===== src/rtl/rvc_realign_pkg.sv =====
package rvc_realign_pkg;

    localparam int PARCEL_W = 16;
    localparam int WORD_W   = 32;
    localparam logic [WORD_W-1:0] NOP_WORD = 32'h0000_0013;

    typedef logic [PARCEL_W-1:0] parcel_t;

    // Assembly progress of the instruction being built
    typedef enum logic [1:0] {
        SLOT_IDLE = 2'd0,   // collecting, nothing partial
        SLOT_MID  = 2'd1,   // low parcel of a full instruction held
        SLOT_FULL = 2'd2    // completed instruction presented
    } slot_e;

    typedef struct packed {
        logic [WORD_W-1:0] bits;
        logic              short_len;
    } held_t;

    function automatic logic is_short(input parcel_t p);
        return p[1:0] != 2'b11;
    endfunction

    // Reserved compressed encodings this block reports
    function automatic logic parcel_reserved(input parcel_t p);
        logic addi_form;
        logic rd_zero;
        logic imm_zero;
        addi_form = (p[1:0] == 2'b01) && (p[15:13] == 3'b000);
        rd_zero   = (p[11:7] == 5'd0);
        imm_zero  = ({p[12], p[6:2]} == 6'd0);
        return (p == '0) || (addi_form && (rd_zero != imm_zero));
    endfunction

endpackage


===== src/rtl/rvc_seq_pc.sv =====
module rvc_seq_pc #(
    parameter int XLEN = 32
) (
    input  logic [XLEN-1:0] pc_i,
    input  logic            short_i,
    output logic [XLEN-1:0] next_pc_o
);
    localparam logic [XLEN-1:0] STEP_SHORT = XLEN'(2);
    localparam logic [XLEN-1:0] STEP_FULL  = XLEN'(4);

    always_comb begin
        next_pc_o = pc_i + (short_i ? STEP_SHORT : STEP_FULL);
    end
endmodule


===== src/rtl/rvc_legality.sv =====
module rvc_legality
    import rvc_realign_pkg::*;
(
    input  held_t inst_i,
    output logic  illegal_o
);
    always_comb begin
        illegal_o = inst_i.short_len && parcel_reserved(inst_i.bits[PARCEL_W-1:0]);
    end
endmodule


===== src/rtl/rvc_realign_core.sv =====
module rvc_realign_core
    import rvc_realign_pkg::*;
#(
    parameter int              XLEN     = 32,
    parameter logic [XLEN-1:0] RESET_PC = '0
) (
    input  logic            clk,
    input  logic            rst,
    input  logic            redirect_i,
    input  logic [XLEN-1:0] redirect_pc_i,
    input  logic            flush_i,
    input  logic            fetch_valid_i,
    input  logic [31:0]     fetch_word_i,
    output logic            fetch_ready_o,
    output logic [XLEN-1:0] fetch_addr_o,
    input  logic            take_i,
    input  logic [XLEN-1:0] next_pc_i,
    output slot_e           state_o,
    output held_t           inst_o,
    output logic [XLEN-1:0] pc_o
);
    localparam int              WIDX      = XLEN - 2;
    localparam logic [XLEN-1:0] HALF_MASK = ~XLEN'(1);

    slot_e           state_q;
    held_t           inst_q;
    logic [XLEN-1:0] pc_q;
    parcel_t         lo_half;
    parcel_t         hi_half;
    logic            fetch_fire;
    logic            accept;

    assign lo_half = fetch_word_i[PARCEL_W-1:0];
    assign hi_half = fetch_word_i[WORD_W-1:PARCEL_W];

    always_comb begin
        fetch_ready_o = (state_q != SLOT_FULL) && !redirect_i && !flush_i;
        fetch_fire    = fetch_valid_i && fetch_ready_o;
        accept        = (state_q == SLOT_FULL) && take_i;
        fetch_addr_o  = {pc_q[XLEN-1:2] + WIDX'(state_q == SLOT_MID), 2'b00};
    end

    always_ff @(posedge clk) begin
        if (rst) begin
            state_q <= SLOT_IDLE;
            pc_q    <= RESET_PC & HALF_MASK;
            inst_q  <= '{bits: NOP_WORD, short_len: 1'b0};
        end else if (redirect_i) begin
            state_q <= SLOT_IDLE;
            pc_q    <= redirect_pc_i & HALF_MASK;
            inst_q  <= '{bits: NOP_WORD, short_len: 1'b0};
        end else if (flush_i) begin
            state_q <= SLOT_IDLE;
            inst_q  <= '{bits: NOP_WORD, short_len: 1'b0};
        end else if (accept) begin
            state_q <= SLOT_IDLE;
            pc_q    <= next_pc_i;
            inst_q  <= '{bits: NOP_WORD, short_len: 1'b0};
        end else if (fetch_fire) begin
            unique case (state_q)
                SLOT_IDLE: begin
                    if (!pc_q[1]) begin
                        state_q <= SLOT_FULL;
                        if (is_short(lo_half)) begin
                            inst_q <= '{bits: {16'h0000, lo_half}, short_len: 1'b1};
                        end else begin
                            inst_q <= '{bits: fetch_word_i, short_len: 1'b0};
                        end
                    end else begin
                        inst_q <= '{bits: {16'h0000, hi_half}, short_len: is_short(hi_half)};
                        state_q <= is_short(hi_half) ? SLOT_FULL : SLOT_MID;
                    end
                end
                SLOT_MID: begin
                    inst_q.bits[WORD_W-1:PARCEL_W] <= lo_half;
                    state_q <= SLOT_FULL;
                end
                default: state_q <= state_q;
            endcase
        end
    end

    assign state_o = state_q;
    assign inst_o  = inst_q;
    assign pc_o    = pc_q;


    mid_upper_zero_chk: assert property (@(posedge clk) disable iff (rst)
        (state_q == SLOT_MID) |-> (inst_q.bits[WORD_W-1:PARCEL_W] == '0 && !inst_q.short_len));


    hold_stable_chk: assert property (@(posedge clk) disable iff (rst)
        (state_q == SLOT_FULL && !take_i && !redirect_i && !flush_i)
        |=> (state_q == SLOT_FULL && $stable(inst_q) && $stable(pc_q)));


    accept_pc_chk: assert property (@(posedge clk) disable iff (rst)
        (accept && !redirect_i && !flush_i)
        |=> (state_q == SLOT_IDLE && pc_q == $past(next_pc_i)));


    redirect_clear_chk: assert property (@(posedge clk) disable iff (rst)
        redirect_i |=> (state_q == SLOT_IDLE && pc_q[0] == 1'b0));


    flush_keep_pc_chk: assert property (@(posedge clk) disable iff (rst)
        (flush_i && !redirect_i) |=> (state_q == SLOT_IDLE && $stable(pc_q)));
endmodule


===== src/rtl/rvc_fetch_realign.sv =====
module rvc_fetch_realign
    import rvc_realign_pkg::*;
#(
    parameter int              XLEN     = 32,
    parameter logic [XLEN-1:0] RESET_PC = '0
) (
    input  logic            clk,
    input  logic            rst,
    input  logic            redirect_valid,
    input  logic [XLEN-1:0] redirect_pc,
    input  logic            flush,
    input  logic            fetch_valid,
    input  logic [31:0]     fetch_word,
    output logic            fetch_ready,
    output logic [XLEN-1:0] fetch_addr,
    output logic            instr_valid,
    input  logic            instr_ready,
    output logic [31:0]     instr_bits,
    output logic [XLEN-1:0] instr_pc,
    output logic [XLEN-1:0] instr_next_pc,
    output logic            instr_short,
    output logic            instr_illegal
);
    slot_e           state;
    held_t           inst;
    logic [XLEN-1:0] cur_pc;
    logic [XLEN-1:0] seq_pc;
    logic            illegal;

    rvc_realign_core #(.XLEN(XLEN), .RESET_PC(RESET_PC)) u_core (
        .clk           (clk),
        .rst           (rst),
        .redirect_i    (redirect_valid),
        .redirect_pc_i (redirect_pc),
        .flush_i       (flush),
        .fetch_valid_i (fetch_valid),
        .fetch_word_i  (fetch_word),
        .fetch_ready_o (fetch_ready),
        .fetch_addr_o  (fetch_addr),
        .take_i        (instr_ready),
        .next_pc_i     (seq_pc),
        .state_o       (state),
        .inst_o        (inst),
        .pc_o          (cur_pc)
    );

    rvc_seq_pc #(.XLEN(XLEN)) u_seq (
        .pc_i      (cur_pc),
        .short_i   (inst.short_len),
        .next_pc_o (seq_pc)
    );

    rvc_legality u_legal (
        .inst_i    (inst),
        .illegal_o (illegal)
    );

    assign instr_valid   = (state == SLOT_FULL);
    assign instr_bits    = inst.bits;
    assign instr_pc      = cur_pc;
    assign instr_next_pc = seq_pc;
    assign instr_short   = inst.short_len;
    assign instr_illegal = illegal;


    full_legal_chk: assert property (@(posedge clk) disable iff (rst)
        (instr_valid && instr_bits[1:0] == 2'b11) |-> !instr_illegal);


    no_fetch_while_full_chk: assert property (@(posedge clk) disable iff (rst)
        instr_valid |-> !fetch_ready);


    short_upper_zero_chk: assert property (@(posedge clk) disable iff (rst)
        (instr_valid && instr_short) |-> (instr_bits[31:16] == 16'h0000 && instr_bits[1:0] != 2'b11));
endmodule


===== config.mk =====
export PLATFORM = sky130hd
export DESIGN_NAME = rvc_fetch_realign
export DESIGN_NICKNAME = d
export VERILOG_FILES = /design/src/rtl/rvc_realign_pkg.sv /design/src/rtl/rvc_seq_pc.sv /design/src/rtl/rvc_legality.sv /design/src/rtl/rvc_realign_core.sv /design/src/rtl/rvc_fetch_realign.sv
export SDC_FILE = /design/constraint.sdc
export NUM_CORES = 1
export LEC_CHECK = 0
export BUFFER_PORTS_ARGS = -buffer_cell sky130_fd_sc_hd__buf_4
export CAP_MARGIN = 20
export CORE_UTILIZATION = 30
export CTS_CLUSTER_DIAMETER = 80
export DETAILED_ROUTE_END_ITERATION = 8
export HOLD_SLACK_MARGIN = 0.08
export PLACE_DENSITY = 0.51
export SLEW_MARGIN = 10
export SYNTH_ARGS = -nofsm -noshare
export SYNTH_HDL_FRONTEND = slang
export SYNTH_SLANG_ARGS = --single-unit

===== constraint.sdc =====
create_clock -name clk -period 4.5 [get_ports clk]
set_clock_uncertainty 0.05 [all_clocks]
set_input_delay 1.35 -clock clk [delete_from_list [all_inputs] [get_ports clk]]
set_output_delay 1.35 -clock clk [all_outputs]
set_load 0.05 [all_outputs]

## Word level (Yosys, flattened, before mapping)

Index checks and enable logic that the tools add are counted.

- Bits in registers: 67
- ROM bits: 0
- Latch bits: 0
- Output and inout port bits: 132
- Memory bits (writable): 0
- Word-level logic and storage cells: 50
- Memories: 0

- Add/sub/neg operators: 2
- Multiplexer cells: 10
- Div/mod/pow operators: 0
- Multiply operators: 0
- Order comparisons: 0
- Equal/unequal tests: 8
- Bitwise gates (word level): 1
- Shift operators: 0
- Reductions and logical operators: 23

Operator list:

| kind | count |
|---|---|
| 2-to-1 mux 32 bit | 3 |
| 2-to-1 mux 33 bit | 2 |
| adder 32 bit | 1 |
| case mux 16 bit (2 select lines) | 1 |
| adder 30 x 1 -> 30 bit | 1 |
| logical NOT 16 bit | 1 |
| != test 2 bit (second input constant) | 4 |
| AND reduction 2 bit | 4 |
| logical AND 1 bit | 7 |
| logical NOT 6 bit | 1 |
| logical NOT 5 bit | 1 |
| == test 2 x 1 -> 1 bit (second input constant) | 2 |
| 2-to-1 mux 2 bit | 2 |
| case mux 2 bit (2 select lines) | 1 |
| nonzero test 2 bit | 2 |
| OR reduction 4 bit | 1 |
| logical NOT 3 bit | 1 |
| 2-to-1 mux 3 bit | 1 |
| == test 2 bit (second input constant) | 1 |
| logical NOT 1 bit | 2 |
| logical NOT 2 bit | 1 |
| OR reduction 2 bit | 1 |
| logical OR 1 bit | 1 |
| != test 1 bit | 1 |
| inverter 1 bit | 1 |

## Depth between registers and ports, before layout

Gate-level depths: netlist (run 1).

- Depth after elaboration: 5
- Gate-level depth with buffers: 11

## By module

From an unflattened synthesis (run 1), not the netlist that was laid out.

- Cell total of the unflattened synthesis: 492
- Area total of the unflattened synthesis: 4410.5 sq um

By module, submodules not included:

| module | times used | cells each | seq. area each (sq um) | area an instance (sq um) |
|---|---|---|---|---|
| rvc_realign_core | 1 | 389 | 1341.3 | 3648.5 |
| rvc_seq_pc | 1 | 91 | 0.0 | 678.2 |
| rvc_legality | 1 | 11 | 0.0 | 70.1 |
| rvc_fetch_realign | 1 | 1 | 0.0 | 13.8 |

## Worst setup path before layout (run 1)

No wires, ideal clock.

- Path type: reg2out
- From: reg u_core.state_q[0], in the netlist u_core.state_o[0]
- To: out fetch_addr[20]
- Path slack: -0.257 ns
- Data arrival time: 3.357 ns
- Data required time: 3.100 ns
- Path buffers: 3
- Cell stages (with the launch flop): 12
- Path through: dfxtp_1 > clkbuf_1 > nor2b_1 > buf_2 > buf_1 > ha_1 > ha_1 > nand3_1 > or3_4 > nor3_1 > nand3_1 > xnor2_1

- Longest elaborated chain between the ends: 2

RTL lines:

| element | line | RTL |
|---|---|---|
| start, declared | rvc_realign_core.sv:25 | `slot_e state_q;` |
| start signal, assigned | rvc_realign_core.sv:71 | `state_q <= is_short(hi_half) ? SLOT_FULL : SLOT_MID;` |
| start signal, assigned | rvc_realign_core.sv:78 | `default: state_q <= state_q;` |
| == test 2 x 1 -> 1 bit | rvc_realign_core.sv:40 | `fetch_addr_o = {pc_q[XLEN-1:2] + WIDX'(state_q == SLOT_MID), 2'b00};` |
| adder 30 x 1 -> 30 bit | rvc_realign_core.sv:40 |  |
| end, declared | rvc_fetch_realign.sv:15 | `output logic [XLEN-1:0] fetch_addr,` |

Every way passes these cells.

## Worst setup path in the final report (run 1)

- From: reg u_core.inst_q (netlist bit u_core.inst_o[0])
- To: out instr_next_pc[17]

- Longest elaborated chain between the ends: 2

RTL lines:

| element | line | RTL |
|---|---|---|
| start, declared | rvc_realign_core.sv:26 | `held_t inst_q;` |
| start signal, assigned | rvc_realign_core.sv:47 | `inst_q <= '{bits: NOP_WORD, short_len: 1'b0};` |
| start signal, assigned | rvc_realign_core.sv:51 | `inst_q <= '{bits: NOP_WORD, short_len: 1'b0};` |
| start signal, assigned | rvc_realign_core.sv:54 | `inst_q <= '{bits: NOP_WORD, short_len: 1'b0};` |
| 2-to-1 mux 3 bit | rvc_seq_pc.sv:12 | `next_pc_o = pc_i + (short_i ? STEP_SHORT : STEP_FULL);` |
| adder 32 bit | rvc_seq_pc.sv:12 |  |
| end, declared | rvc_fetch_realign.sv:20 | `output logic [XLEN-1:0] instr_next_pc,` |

Every way passes these cells.

==> key figures, run 1 <==
Outcome
  • Status: complete, no violations

Critical path
  • CP max-delay cell: or4_4
  • Crit path from: u_core.inst_o[0]
  • Crit Path Max Fanout: 9
  • Worst Setup End Kind: output pin
  • Worst EP required: 3.10 ns
  • Crit path largest cell delay: 0.63 ns
  • Startpoint types: register
  • Setup CP Type: register to output pin
  • Worst R2R Start: u_core.inst_o[0]
  • Flop-to-flop setup slack: 1.90 ns
  • Endpoint of the worst register-to-register path: u_core.pc_o[25]
  • Worst Path Arrival: 2.84 ns
  • R2R cell count: 8
  • Cell Chain, Critical Path: ha_1 -> inv_1 -> fa_1 -> nand3b_4 -> or4_4 -> nor2_1 -> xor2_2 -> buf_4

GRT
  • Tot GR Track Use: 20.6%
  • Number of global-route vias before repair: 4510
  • First-pass GRT wire length: 25.3 mm
  • Global route total overflow: 0
  • Largest net degree at the start of global routing: 50
  • Antenna violations before repair: 0

Hold path
  • Hold Path Stages: 2
  • Worst Hold Class: register to register
  • Min-delay src: u_core.inst_o[18]
  • Min-Delay Endpoint: u_core.inst_o[18]

STA
  • Peak Freq: 236 MHz
  • RSZ-0062 raised after global routing: false
  • Tmin final: 4.24 ns
  • Slew @ Worst Pin: 1.12 ns
  • Max-slew headroom at the worst pin: 25.3%
  • Setup violations, final: 0
  • Pins Over Slew Limit: 0
  • Hold Violations, Final: 0
  • Final setup margin: 0.258 ns
  • Final setup TNS: 0 ns
  • Final Cycle Share: 94.3%

Clock network
  • Inserted Clock Buffers: 9
  • Post-cts hold buffer count: 0
  • TritonCTS clock tree: yes
  • CTS sink count: 66
  • CTS resizes: 0
  • Clock-pin slew on the worst setup and hold paths: 0.05 ns
  • H-tree lvl count: 3
  • Clock Tree Buf Depth: 2
  • Skew-Pair Late Insertion Delay: 0.33 ns
  • Clock root cell: clkbuf_16
  • Setup Fix Bufs, Post-CTS: 0

Pwr
  • P_leak: 2.81 nW
  • Power Density: 279 mW/mm2
  • Tot Pwr: 1.79 mW
  • VDD IR max: 0.126 mV

Final layout
  • Design Area, Final: 0.00639 mm2
  • Fillers: 1503
  • Most frequent cells in the layout: buf_4 (208), nor2_1 (72), dfxtp_1 (65)
  • Nets: 816
  • Synthesis-to-layout area growth: 41.5%
  • Fin util: 43.8%
  • Antenna cells: 0
  • Layout cells sized above 1: 33.9%
  • Commonest non-fill, non-tap cell in the layout: buf_4

Detailed routing
  • WL met2: 7.67 mm
  • 1st-pass router iterations: 4
  • Number of DRC markers in iteration 0: 230
  • Routed vias/inst: 5.04
  • Drt wl/cell: 17.3 um
  • Final WL: 16.1 mm
  • Final ANT Viol Nets: 0
  • DR top layer: met4
  • Via count: 4685
  • Met3 routed WL: 942 um
  • Met1 wire length: 7.24 mm
  • DRC: 0

Placement
  • Port Buf Inserts: 196
  • DP Worst Slack: 0.420 ns
  • Placed cell area: 0.00611 mm2
  • Post-DP HPWL: 12.3 mm
  • Gpl congestion: 0.808

Floorplanning
  • Die Y: 125 um
  • Core box area: 0.0146 mm2
  • DIE AREA: 0.0156 mm2
  • Die Span X: 125 um
  • Boundary Pins: 202
  • Initial Util: 31.0%
  • Standard-cell rows: 44

Logic synthesis
  • Seq cells post-synth: 66
  • Part of the Yosys area used for sequential elements: 29.2%
  • Count of cell types in the netlist: 55
  • Syn Std Cell Area: 0.00452 mm2
  • Syn avg cell area: 7.87 um2
  • Synthesized instance count: 574
  • Yosys warns: 0
  • Async SR Flop Fraction: 0%
  • Synth Flop Type: dfxtp_1
  • Post-synth EDFFs: 0

Run
  • MaxCap Viol Count: 0
==> cell families (layout without fill, tap and decap cells) <==
| group | count (synthesis) | in the layout | synth area share (%) |
|---|---|---|---|
| simple gates | 242 | 242 | 28.8 |
| compound gates | 95 | 95 | 14.4 |
| xor+xnor | 74 | 74 | 14.3 |
| buf+inv | 73 | 242 | 7.59 |
| flops | 66 | 66 | 29.2 |
| mux | 18 | 18 | 3.99 |
| fa+ha+maj | 5 | 5 | 1.55 |
| other cells | 1 | 4 | 0.0830 |
==> worst max-delay path: cells and delay by family (launching register included) <==
kind / cells / cell delay, ns
XOR/XNOR: 1 / 0.14
flip-flops: 1 / 0.38
buffers and inverters: 2 / 0.27
AND/OR/NAND/NOR: 3 / 1.09
adder cells (fa/ha/maj): 2 / 0.64
==> where the power goes <==
| group | leakage, nW | internal, mW | switching, mW | total, mW |
|---|---|---|---|---|
| combinational | 2.14 | 0.169 | 0.321 | 0.490 |
| sequential | 0.540 | 0.605 | 0.0502 | 0.655 |
| clock | 0.129 | 0.371 | 0.270 | 0.641 |
| total | 2.81 | 1.15 | 0.641 | 1.79 |
==> flip-flops by register name (all words and copies together) (netlist names) <==
| name | count |
|---|---|
| u_core.pc_o | 31 |
| u_core.inst_o | 33 |
| u_core.state_o | 2 |
==> final cells by class <==
cell class,count,area [um2],area share [%]
Inverter,18,67.6,1.06
Sequential cell,66,1320,20.7
Clock buffer,11,233,3.64
Timing Repair Buffer,208,1560,24.4
Tap cell,184,230,3.60
Clock inverter,5,31.3,0.489
Multi-Input combinational cell,438,2950,46.1
==> through the flow <==
stage | cells | hold slack [ns]
after global placement | 914 | 0.397
after detailed placement | 914 | 0.403
after floorplan | 577 | 0.548
final | 930 | 0.418
after global routing | 930 | 0.443
after CTS | 930 | 0.417
==> worst max-delay path by stage <==
| stage | endpoint | cells after the start |
|---|---|---|
| after CTS | fetch_addr[30] | 9 |
| after detailed placement | fetch_addr[30] | 9 |
| final | instr_next_pc[17] | 8 |
| after global routing | fetch_addr[20] | 10 |
| after floorplan | fetch_addr[20] | 11 |
| after global placement | fetch_addr[30] | 9 |
==> cells in the mapped netlist (5+ instances only) <==
master | number | share of area, %
nand2_1 | 45 | 3.7
nor4_1 | 5 | 0.69
a221oi_1 | 18 | 3.5
o21a_1 | 9 | 1.5
buf_4 | 12 | 2.0
xnor2_1 | 44 | 8.5
xor2_1 | 30 | 5.8
dfxtp_1 | 66 | 29
nand3b_1 | 6 | 1.0
nand3_1 | 26 | 2.9
nand4_1 | 14 | 1.9
a211oi_1 | 17 | 2.8
nor2_1 | 72 | 6.0
clkbuf_1 | 22 | 1.8
nor2b_1 | 6 | 0.83
inv_1 | 17 | 1.4
o21ai_0 | 8 | 0.89
a21oi_1 | 29 | 3.2
nor3_1 | 31 | 3.4
mux2i_1 | 18 | 4.0
buf_2 | 15 | 1.7
==> metal layers <==
| layer | track usage [%] | vias up |
|---|---|---|
| met4 | 6.31 | 0 |
| met1 | 26.7 | 2187 |
| met5 | 0 | - |
| met3 | 4.73 | 16 |
| li1 | - | 2335 |
| met2 | 33.7 | 147 |
(Power assumes the default switching activity.)
==> run 2, diff against run 1 <==
Settings changed: CORE_ASPECT_RATIO set to 1.25, CORE_UTILIZATION 30 to 48, PLACE_DENSITY 0.51 to 0.77.
==> key figures, run 2 (same netlist as run 1, synthesis figures left out) <==
Outcome
  • Status: complete, no violations

STA
  • Fin Hold WS: 0.412 ns (-0.00680 ns)
  • RSZ-0062 raised after global routing: false
  • Peak Freq: 230 MHz (-2.6%)
  • Hold Violations, Final: 0 (unchanged)
  • Setup violations, final: 0 (unchanged)
  • Max-slew headroom at the worst pin: 34.7% (+9.3 points)
  • Final Cycle Share: 96.8% (+2.6 points)
  • Slew @ Worst Pin: 0.976 ns (-0.140 ns)
  • Tmin final: 4.36 ns (+0.115 ns)
  • Pins Over Slew Limit: 0 (unchanged)

Pwr
  • Clk pwr share: 39.6% (+3.7 points)
  • P_leak: 2.83 nW (+0.43%)
  • Switching share of power: 33.1% (-2.8 points)
  • Comb pwr share: 26.0% (-1.4 points)
  • VDD IR max: 0.243 mV (+93%)
  • Internal power: 1.27 mW (+11%)
  • Power Density: 299 mW/mm2 (+6.9%)
  • NetSw: 629 uW (-1.9%)
  • Reg power frac: 34.4% (-2.3 points)

Critical path
  • Worst EP required: 3.10 ns (about the same)
  • Crit Path Max Fanout: 9 (unchanged)
  • Worst Setup End Kind: output pin
  • Worst Path Arrival: 2.96 ns (+0.12 ns)
  • Setup CP Type: register to output pin
  • Startpoint types: register

GRT
  • Largest net degree at the start of global routing: 51 (+2.0%)
  • First-pass GRT wire length: 23.2 mm (-8.5%)
  • Number of global-route vias before repair: 4690 (+4.0%)
  • Global route total overflow: 0 (unchanged)
  • Tot GR Track Use: 30.6% (+10 points)
  • Antenna violations before repair: 0 (unchanged)

Final layout
  • Antenna cells: 0 (unchanged)
  • Max reg flops: 33 (unchanged)
  • Commonest non-fill, non-tap cell in the layout: buf_4
  • Layout cells sized above 1: 34.0% (+0.046 points)
  • Synthesis-to-layout area growth: 40.8%
  • Layout Cells excl Fill: 868 (-6.7%)
  • Nets: 816 (unchanged)
  • Most frequent cells in the layout: buf_4 (208), nor2_1 (72), dfxtp_1 (66)

Placement
  • Gpl congestion: 0.883 (+9.2%)
  • Placed Cells incl. Taps: 853 (-6.7%)
  • Port Buf Inserts: 196 (unchanged)
  • Post-DP HPWL: 11.3 mm (-8.2%)

Clock network
  • Inserted Clock Buffers: 9 (unchanged)
  • CTS sink count: 66 (unchanged)
  • Skew-Pair Late Insertion Delay: 0.33 ns (about the same)
  • Clock-pin slew on the worst setup and hold paths: 0.06 ns (about the same)
  • Clock Tree Buf Depth: 2 (unchanged)
  • Clock root cell: clkbuf_16
  • H-tree lvl count: 3 (unchanged)
  • TritonCTS clock tree: yes

Hold path
  • Worst Hold Class: register to register

Floorplanning
  • DIE AREA: 0.00981 mm2 (-37%)
  • Initial Util: 49.5% (+19 points)
  • Boundary Pins: 202 (unchanged)
  • Core box area: 0.00913 mm2 (-37%)
  • Standard-cell rows: 39 (-11%)
  • Die Y: 110 um (-11%)
  • Die Span X: 88.8 um (-29%)

Run
  • MaxCap Viol Count: 0 (unchanged)

Detailed routing
  • DRC: 0 (unchanged)
  • 1st-pass router iterations: 5 (+1)
  • Final ANT Viol Nets: 0 (unchanged)
  • Via count: 4914 (+4.9%)
  • Drt wl/cell: 17.1 um (-1.4%)
  • Routed vias/inst: 5.66 (+12%)
  • Number of DRC markers in iteration 0: 253 (+10%)
  • Final WL: 14.8 mm (-7.9%)
==> run 2: area by class of cell <==
| cell class | instances | area, um2 |
|---|---|---|
| fill | 772 | 2760 |
| clock inverter | 5 | 78.8 |
| tap | 123 | 154 |
| timing repair buffer | 208 | 1560 |
| inverter | 18 | 67.6 |
| clock buffer | 10 | 239 |
| sequential | 66 | 1320 |
| multi-input combinational | 438 | 2940 |
==> run 2: worst paths after layout <==
kind                           from           endpoint  slack (ns)  cells after the start
setup / recovery   u_core.inst_o[0]  instr_next_pc[17]        0.14                      8
setup reg to reg   u_core.inst_o[0]    u_core.pc_o[25]        1.79                      8
hold / removal    u_core.inst_o[17]  u_core.inst_o[17]        0.41                      2
hold reg to reg   u_core.inst_o[17]  u_core.inst_o[17]        0.41                      2
==> run 2: through the flow <==
| step | setup slack [ns] | setup TNS [ns] | utilization (%) | cell area [um2] | power, mW |
|---|---|---|---|---|---|
| floorplan | -0.0741 | -0.151 | - | 4590 | 0.994 |
| global placement | 0.507 | 0 | 66.2 | 6040 | 1.15 |
| detailed placement | 0.445 | 0 | 66.2 | 6040 | 1.16 |
| CTS | 0.0866 | 0 | 69.7 | 6360 | 1.91 |
| global route | 0.00653 | 0 | 69.7 | 6360 | 1.96 |
| finish | 0.143 | 0 | 69.7 | 6360 | 1.90 |
==> run 2: layer usage <==
layer  global-route usage (%)  wire, um
met3                     7.03      1200
met2                     52.6      7460
met1                     34.2      5610
met5                        0         0
met4                     15.7       574
==> run 2: critical path, cell delays in order, from the launching register on <==
cell      delay, ns
dfxtp_1        0.46
ha_1           0.24
inv_1          0.06
fa_1           0.43
nand3b_4       0.26
or4_4          0.62
nor2_1         0.21
xor2_2         0.14
buf_4          0.20
==> run 2: power by group through the flow <==
stage | Sequential, mW | Combinational [mW] | Clock (mW)
after global routing | 0.657 | 0.518 | 0.783
final | 0.654 | 0.494 | 0.752
after CTS | 0.653 | 0.494 | 0.759
after floorplan | 0.704 | 0.291 | 0
after global placement | 0.663 | 0.487 | 0
after detailed placement | 0.665 | 0.493 | 0
==> run 2: timing repair <==
action | 4_1_cts | 5_1_grt
gates resized for setup | 0 | 1
setup buffers | 0 | 0
setup endpoints to repair | 0 | 4
hold buffers | 0 | 0
